[src/rtl/sha_dual_core.sv]
module sha_dual_core (
  input  logic         clk,
  input  logic         rst_n,
  input  logic         mode,
  input  logic         new_hash,
  input  logic         wr_valid,
  input  logic [31:0]  wr_data,
  output logic         wr_ready,
  output logic         busy,
  output logic         digest_valid,
  output logic [255:0] digest
);
  typedef enum logic [1:0] {S_IDLE, S_RUN, S_ADD} state_t;

  localparam logic [255:0] IV_S1 = {160'h67452301efcdab8998badcfe10325476c3d2e1f0, 96'h0};
  localparam logic [255:0] IV_S2 = 256'h6a09e667bb67ae853c6ef372a54ff53a510e527f9b05688c1f83d9ab5be0cd19;
  localparam logic [31:0] KT [64] = '{
    32'h428a2f98, 32'h71374491, 32'hb5c0fbcf, 32'he9b5dba5, 32'h3956c25b, 32'h59f111f1, 32'h923f82a4, 32'hab1c5ed5,
    32'hd807aa98, 32'h12835b01, 32'h243185be, 32'h550c7dc3, 32'h72be5d74, 32'h80deb1fe, 32'h9bdc06a7, 32'hc19bf174,
    32'he49b69c1, 32'hefbe4786, 32'h0fc19dc6, 32'h240ca1cc, 32'h2de92c6f, 32'h4a7484aa, 32'h5cb0a9dc, 32'h76f988da,
    32'h983e5152, 32'ha831c66d, 32'hb00327c8, 32'hbf597fc7, 32'hc6e00bf3, 32'hd5a79147, 32'h06ca6351, 32'h14292967,
    32'h27b70a85, 32'h2e1b2138, 32'h4d2c6dfc, 32'h53380d13, 32'h650a7354, 32'h766a0abb, 32'h81c2c92e, 32'h92722c85,
    32'ha2bfe8a1, 32'ha81a664b, 32'hc24b8b70, 32'hc76c51a3, 32'hd192e819, 32'hd6990624, 32'hf40e3585, 32'h106aa070,
    32'h19a4c116, 32'h1e376c08, 32'h2748774c, 32'h34b0bcb5, 32'h391c0cb3, 32'h4ed8aa4a, 32'h5b9cca4f, 32'h682e6ff3,
    32'h748f82ee, 32'h78a5636f, 32'h84c87814, 32'h8cc70208, 32'h90befffa, 32'ha4506ceb, 32'hbef9a3f7, 32'hc67178f2};

  function automatic logic [31:0] ror(input logic [31:0] x, input int n);
    return (x >> n) | (x << (32 - n));
  endfunction

  state_t      st;
  logic        mode_q;
  logic        in_full;
  logic [3:0]  wptr;
  logic [6:0]  rnd;
  logic [31:0] ibuf [16];
  logic [31:0] win  [16];
  logic [31:0] hv   [8];
  logic [31:0] vv   [8];
  logic [31:0] nv   [8];
  logic [31:0] w_next, f1, k1, t1, t2;

  wire accept = wr_valid && wr_ready;
  wire start  = (st == S_IDLE) && !new_hash && in_full;
  wire last   = rnd == (mode_q ? 7'd63 : 7'd79);

  assign wr_ready = !in_full;
  assign busy     = st != S_IDLE;
  assign digest   = {hv[0], hv[1], hv[2], hv[3], hv[4], hv[5], hv[6], hv[7]};

  always_comb begin
    f1 = '0;
    k1 = '0;
    t1 = '0;
    t2 = '0;
    if (mode_q) begin
      w_next = (ror(win[14], 17) ^ ror(win[14], 19) ^ (win[14] >> 10)) + win[9]
             + (ror(win[1], 7) ^ ror(win[1], 18) ^ (win[1] >> 3)) + win[0];
      t1 = vv[7] + (ror(vv[4], 6) ^ ror(vv[4], 11) ^ ror(vv[4], 25))
         + ((vv[4] & vv[5]) ^ (~vv[4] & vv[6])) + KT[rnd[5:0]] + win[0];
      t2 = (ror(vv[0], 2) ^ ror(vv[0], 13) ^ ror(vv[0], 22))
         + ((vv[0] & vv[1]) ^ (vv[0] & vv[2]) ^ (vv[1] & vv[2]));
      nv = '{t1 + t2, vv[0], vv[1], vv[2], vv[3] + t1, vv[4], vv[5], vv[6]};
    end else begin
      w_next = ror(win[13] ^ win[8] ^ win[2] ^ win[0], 31);
      if (rnd < 7'd20) begin
        f1 = (vv[1] & vv[2]) | (~vv[1] & vv[3]);
        k1 = 32'h5a827999;
      end else if (rnd < 7'd40) begin
        f1 = vv[1] ^ vv[2] ^ vv[3];
        k1 = 32'h6ed9eba1;
      end else if (rnd < 7'd60) begin
        f1 = (vv[1] & vv[2]) | (vv[1] & vv[3]) | (vv[2] & vv[3]);
        k1 = 32'h8f1bbcdc;
      end else begin
        f1 = vv[1] ^ vv[2] ^ vv[3];
        k1 = 32'hca62c1d6;
      end
      t1 = ror(vv[0], 27) + f1 + vv[4] + k1 + win[0];
      nv = '{t1, vv[0], ror(vv[1], 2), vv[2], vv[3], vv[5], vv[6], vv[7]};
    end
  end

  always_ff @(posedge clk) begin
    if (accept) ibuf[wptr] <= {wr_data[7:0], wr_data[15:8], wr_data[23:16], wr_data[31:24]};
    if (start) win <= ibuf;
    else if (st == S_RUN) begin
      for (int i = 0; i < 15; i++) win[i] <= win[i+1];
      win[15] <= w_next;
    end
    if (start) vv <= hv;
    else if (st == S_RUN) vv <= nv;
  end

  always_ff @(posedge clk) begin
    if (!rst_n) begin
      st           <= S_IDLE;
      mode_q       <= 1'b0;
      in_full      <= 1'b0;
      wptr         <= '0;
      rnd          <= '0;
      digest_valid <= 1'b0;
      for (int i = 0; i < 8; i++) hv[i] <= IV_S1[255-32*i -: 32];
    end else begin
      if (accept) begin
        wptr <= wptr + 4'd1;
        if (wptr == 4'd15) in_full <= 1'b1;
      end
      case (st)
        S_IDLE: begin
          if (new_hash) begin
            mode_q       <= mode;
            digest_valid <= 1'b0;
            for (int i = 0; i < 8; i++) hv[i] <= mode ? IV_S2[255-32*i -: 32] : IV_S1[255-32*i -: 32];
          end else if (in_full) begin
            in_full      <= 1'b0;
            digest_valid <= 1'b0;
            rnd          <= '0;
            st           <= S_RUN;
          end
        end
        S_RUN: begin
          rnd <= rnd + 7'd1;
          if (last) st <= S_ADD;
        end
        default: begin
          for (int i = 0; i < 8; i++) hv[i] <= hv[i] + vv[i];
          digest_valid <= 1'b1;
          st           <= S_IDLE;
        end
      endcase
    end
  end
endmodule


[config.mk]
export PLATFORM = sky130hd
export DESIGN_NAME = sha_dual_core
export DESIGN_NICKNAME = d
export VERILOG_FILES = /design/src/rtl/sha_dual_core.sv
export SDC_FILE = /design/constraint.sdc
export NUM_CORES = 2
export LEC_CHECK = 0
export ABC_CLOCK_PERIOD_IN_PS = 17100
export BUFFER_PORTS_ARGS = -buffer_cell sky130_fd_sc_hd__buf_4
export CAP_MARGIN = 30
export CELL_PAD_IN_SITES_DETAIL_PLACEMENT = 0
export CELL_PAD_IN_SITES_GLOBAL_PLACEMENT = 2
export CORE_MARGIN = 1
export CORE_UTILIZATION = 37
export CTS_BUF_LIST = sky130_fd_sc_hd__clkbuf_16
export DETAILED_ROUTE_END_ITERATION = 10
export GPL_TIMING_DRIVEN = 1
export PLACE_DENSITY = 0.77
export RECOVER_POWER = 25
export SYNTH_ARGS = -nofsm -noshare
export SYNTH_HDL_FRONTEND = slang
export SYNTH_SLANG_ARGS = --single-unit
[constraint.sdc]
create_clock -name clk -period 17.1 [get_ports clk]
set_clock_uncertainty 0.15 [all_clocks]
set_input_delay 0 -clock clk [delete_from_list [all_inputs] [get_ports clk]]
set_output_delay 0 -clock clk [all_outputs]
set_load 0.02 [all_outputs]
# Yosys cells after proc, flatten, opt, wreduce, memory -nomap -nowiden
# Memory sizes are Yosys's and may differ from the RTL's.
# Cells that the tools add are included.
[totals] out_inout_bits=259 in_bits=37 word_cells=200 mem_bits_ro=2048 n_memories=1 register_bits=1552
[memory_table] name="(no name shown)" words=64 word_bits=32 rd=1 rd_clocked_by_memory_dff=0 write_ports=0 line_no="60" rtl="+ ((vv[4] & vv[5]) ^ (~vv[4] & vv[6])) + KT[rnd[5:0]] + win[0];"
[classes] mux=45 order_cmp=6 n_reduce_logical=17 bitwise_logic=45 n_addsub=24 eq_ne=8
[op_table] cell="$mux 256" count=4
[op_table] cell="$mux 512" count=2
[op_table] cell="$add 32x32->32" count=22
[op_table] cell="$bwmux 512" count=1
[op_table] cell="$pmux 256 s2" count=1
[op_table] cell="$mux 32" count=15
[op_table] cell="$xor 32x32->32" count=14
[op_table] cell="$and 32x32->32" count=8
[op_table] cell="$demux 32 s4" count=1
[op_table] cell="$or 32x32->32" count=3
[op_table] cell="$mux 31" count=3
[op_table] cell="$not 32->32" count=2
[op_table] cell="$or 30x32->32" count=2
[op_table] cell="$or 1x32->32" count=1
[op_table] cell="$or 10x32->32" count=1
[op_table] cell="$or 13x32->32" count=1
[op_table] cell="$or 14x32->32" count=1
[op_table] cell="$or 15x32->32" count=1
[op_table] cell="$or 19x32->32" count=1
[op_table] cell="$or 21x32->32" count=1
[op_table] cell="$or 25x32->32" count=1
[op_table] cell="$or 26x32->32" count=1
[op_table] cell="$or 5x32->32" count=1
[op_table] cell="$or 7x32->32" count=1
[op_table] cell="31 further kinds" count=56

# Longest topological paths before layout
[depth] ltp_word=14 depth_mapped=41 ltp_nobuf=38

# Worst setup path before layout
# Ideal clock, no wire load.
[synth_path] path_type="flip-flop to flip-flop" from="reg in_full" to="reg rnd[5]" t_required_ps=16880 setup_time_ps=70 arrival_time_ps=16001 path_slack_ps=879 path_buffers=0 synth_period_minus_slack_ps=16221 path_stages_with_launch=8 cell_sequence="dfxtp_1 > inv_1 > nor2_1 > o21ai_1 > inv_1 > nand3_1 > or3_1 > a21oi_1"
[synth_via] elab_chain_cells=2
[synth_lines] element="start: declaration" line_no="33" rtl="logic in_full;"
[synth_lines] element="start signal: assignment" line_no="99" rtl="in_full <= 1'b0;"
[synth_lines] element="start signal: assignment" line_no="107" rtl="if (wptr == 4'd15) in_full <= 1'b1;"
[synth_lines] element="start signal: assignment" line_no="116" rtl="in_full <= 1'b0;"
[synth_lines] element="$ne 2x2->1 (no line)"
[synth_lines] element="$reduce_and 3->1 (no line)"
[synth_lines] element="end signal: assignment" line_no="123" rtl="rnd <= rnd + 7'd1;"
[synth_lines] element="end: declaration" line_no="35" rtl="logic [6:0] rnd;"
# Every way passes these cells.
# A chain may end at the register's enable or synchronous reset.

# Worst setup path in the final report
[layout_path] from="reg rnd[1]" to="reg vv[247] (netlist name) (data pin)"
[layout_via] elab_chain_cells=12 elab_cells_between_ends=25 classes_between="add/sub (7); order compare (3); mux (13); bitwise (1); memory (1)"
[layout_lines] element="$lt 7x6->1" line_no="72" rtl="end else if (rnd < 7'd60) begin"
[layout_lines] element="$mux 32" line_no="72"
[layout_lines] element="$mux 32" line_no="69" rtl="end else if (rnd < 7'd40) begin"
[layout_lines] element="$mux 32" line_no="66" rtl="if (rnd < 7'd20) begin"
[layout_lines] element="$mux 32" line_no="56" rtl="if (mode_q) begin"
[layout_lines] element="$add 32x32->32 (4 in series)" line_no="79" rtl="t1 = ror(vv[0], 27) + f1 + vv[4] + k1 + win[0];"
[layout_lines] element="$mux 256 (*)" line_no="56"
[layout_lines] element="$mux 256 (*)" line_no="92" rtl="else if (st == S_RUN) vv <= nv;"
[layout_lines] element="$mux 256 (*)" line_no="91" rtl="if (start) vv <= hv;"
[layout_lines] element="end signal: assignment" line_no="91"
[layout_lines] element="end signal: assignment" line_no="92"
[layout_lines] element="end: declaration" line_no="39" rtl="logic [31:0] vv [8];"
# Mark *: on every way between the ends. The rest lies on a longest branch, timed or not. The select of a mux whose other input is x is not followed.

==> results.py <==
metrics = {
    "global_route": {
        "grt_max_degree": 197,
        "overflow": 0,
        "track_usage": 0.294,
        "first_global_vias": 69000,
        "antenna_found_initial": 22,
        "grt_pass1_wl_um": 528000,
    },
    "logic_synthesis": {
        "synth-main-ff-cell": "edfxtp_1",
        "synth-async-reset-ratio": 0,
        "synth.distinct_cells": 90,
        "syn_avg_cell_area_sq_um": 9.98,
        "synth_area_leader_cell": "edfxtp_1",
        "synth_edf_count": 1280,
        "syn_nets": 10100,
        "ys_seq_area_frac": 0.473,
        "ys_ff_latch": 1552,
        "syn_area_sq_um": 92900,
        "syn-instance-count": 9306,
        "synth_warnings": 0,
        "synth_area_leaders": "edfxtp_1, nand2_1, fa_1",
        "yosysTopAreaCellShare": 0.414,
    },
    "power": {
        "swShare": 0.238,
        "power.density_nw_per_um2": 79.0,
        "ir_drop_mv": 0.0921,
        "power_leakage_nw": 42.1,
        "comb_power_share": 0.044,
        "seq_power_share": 0.500,
        "clockPowerShare": 0.456,
        "power.switching_mw": 1.97,
        "p_int_mw": 6.31,
    },
    "clocking": {
        "clock_latency_ns": 0.87,
        "cts_tree": "yes",
        "cts_buffer_depth": 3,
        "clk_pin_slew_worst_paths_ns": 0.06,
        "cts_buffers": 177,
        "htreeDepth": 4,
        "post_cts_resized": 0,
        "cts.sinks": 1552,
        "cts_root_buf": "clkbuf_16",
    },
    "worst_setup_path": {
        "cp-start-kind": "flip-flop",
        "crit_fanout": 23,
        "end_kind": "flip-flop",
        "slowest_stage": "ha_1",
        "arrival_ns": 10.18,
        "required_ns": 17.50,
        "critical_path_class": "flip-flop to flip-flop",
        "cpPeakStageDelay_ns": 0.94,
    },
    "floorplanning": {
        "num_rows": 183,
        "design.die.area_sq_um": 253000,
        "die_x_um": 503,
        "ios": 296,
        "die_h_um": 503,
        "core_area_sq_um": 249000,
        "start_util": 0.373,
    },
    "layout": {
        "layout_common_cells": "nand2_1, edfxtp_1, inv_1",
        "syn_to_final_growth_pct": 12.9,
        "finalNetCount": 10400,
        "mostFrequentLayoutCell": "nand2_1",
        "drive_above_1_share": 0.0575,
        "final_util": 0.421,
    },
    "sta": {
        "setup_tns_ns": 0,
        "rsz0062_at_grt": "false",
        "period_share": 0.572,
        "finalHoldViolations": 0,
        "holdWs_ns": 0.0954,
        "slew_viol_final": 36,
        "worst_slack_ns": 7.32,
        "tightest_slew_ns": 3.05,
        "finalSetupViolCount": 0,
        "period_needed_ns": 9.78,
        "slew_headroom": -1.05,
        "fmax_mhz": 102,
    },
    "placement": {
        "hpwl_um": 275000,
        "routabilityCongestion": 0.970,
        "post-place-ws_ns": 7.42,
        "numPortBuffers": 295,
    },
    "routing": {
        "ant_nets": 0,
        "wl_per_cell_um": 28.8,
        "via_per_inst": 5.52,
        "dr.pass1.iters": 6,
        "drt_iter0_markers": 7448,
        "drc": 0,
        "routed_wl_um": 377000,
        "num_vias": 72300,
    },
    "outcome": {
        "violations": "capacitance limit, slew limit",
        "outcome": "complete, but fails checks",
    },
    "run": {
        "maxCapViolCount": 1,
    },
    "min_path": {
        "min_path_type": "input port to flip-flop",
    },
}
[sequential cells by signal (all words and copies together), names as in the netlist]
register and flops:
digest 256, digest_valid 1, ibuf 512, in_full 1, mode_q 1, rnd 7, st 2, vv 256
win 512, wptr 4
[metrics by stage]
step | std cells | power [mW] | cell area, sq um
after floorplan | 9306 | 4.41 | 92900
after global placement | 12700 | 4.58 | 99100
after detailed placement | 12700 | 4.59 | 99400
after CTS | 13100 | 8.37 | 106000
after global routing | 13100 | 8.52 | 105000
final | 13100 | 8.29 | 105000
[kinds of logic after synthesis]
kind of cell    share of synthesized area
flops                               0.473
simple gates                        0.143
fa+ha+maj                           0.131
xor+xnor                           0.0709
compound gates                      0.125
buf+inv                            0.0414
mux                                0.0169
[metal layers]
metal	vias up	part of all wire	track usage
met2	2742	0.46	0.474
met5	-	0.000077	0
met3	518	0.066	0.0440
met1	36200	0.43	0.398
li1	32800	-	-
met4	6	0.041	0.108
[Yosys cell counts (96+ instances only)]
cell type and instances:
a21o_1 171, a21oi_1 511, clkbuf_1 381, dfxtp_1 272, edfxtp_1 1280, fa_1 315
ha_1 465, inv_1 604, mux2i_1 98, nand2_1 2200, nand3_1 139, nor2_1 445
nor3_1 96, o21ai_0 491, xnor2_1 498, xor2_1 251
[power groups by stage]
stage,Clock [mW],Combinational (mW),Sequential [mW]
floorplan,0,0.193,4.22
global placement,0,0.360,4.22
detailed placement,0,0.363,4.22
CTS,3.85,0.380,4.14
global route,3.98,0.393,4.14
finish,3.78,0.365,4.14
[layout make-up]
class	count	area, sq um
Timing Repair Buffer	535	3410
Multi-Input combinational cell	6729	45300
Fill cell	24500	144000
Inverter	615	2320
Clock inverter	148	1230
Clock buffer	179	4480
Sequential cell	1552	43900
Tap cell	3330	4170
Antenna cell	14	35.0
[what timing repair did]
| item | in CTS | in global routing |
|---|---|---|
| hold buffers | 73 | 0 |
| hold endpoints to repair | 691 | 0 |
| setup buffers | 0 | 0 |
[worst paths after layout]
| check | startpoint | endpoint | slack (ns) | cells after the start |
|---|---|---|---|---|
| hold / removal | new_hash | mode_q$_SDFFE_PN0P_ | 0.1 | 4 |
| setup reg to reg | rnd[1]$_SDFFE_PN0P_ | vv[247]$_DFFE_PP_ | 7.32 | 31 |
| hold reg to reg | ibuf[458]$_DFFE_PP_ | win[458]$_DFFE_PP_ | 0.33 | 2 |
| setup / recovery | rnd[1]$_SDFFE_PN0P_ | vv[247]$_DFFE_PP_ | 7.32 | 31 |
[worst max-delay path, delay by kind of cell, from the launching register on]
family	cells	cell delay, ns
flip-flops	1	0.31
adder cells (fa/ha/maj)	6	3.01
XOR/XNOR	1	0.29
AO/OA/AOI/OAI	12	3.45
buffers and inverters	5	0.93
AND/OR/NAND/NOR	7	1.32
(Power assumes the default switching activity.)
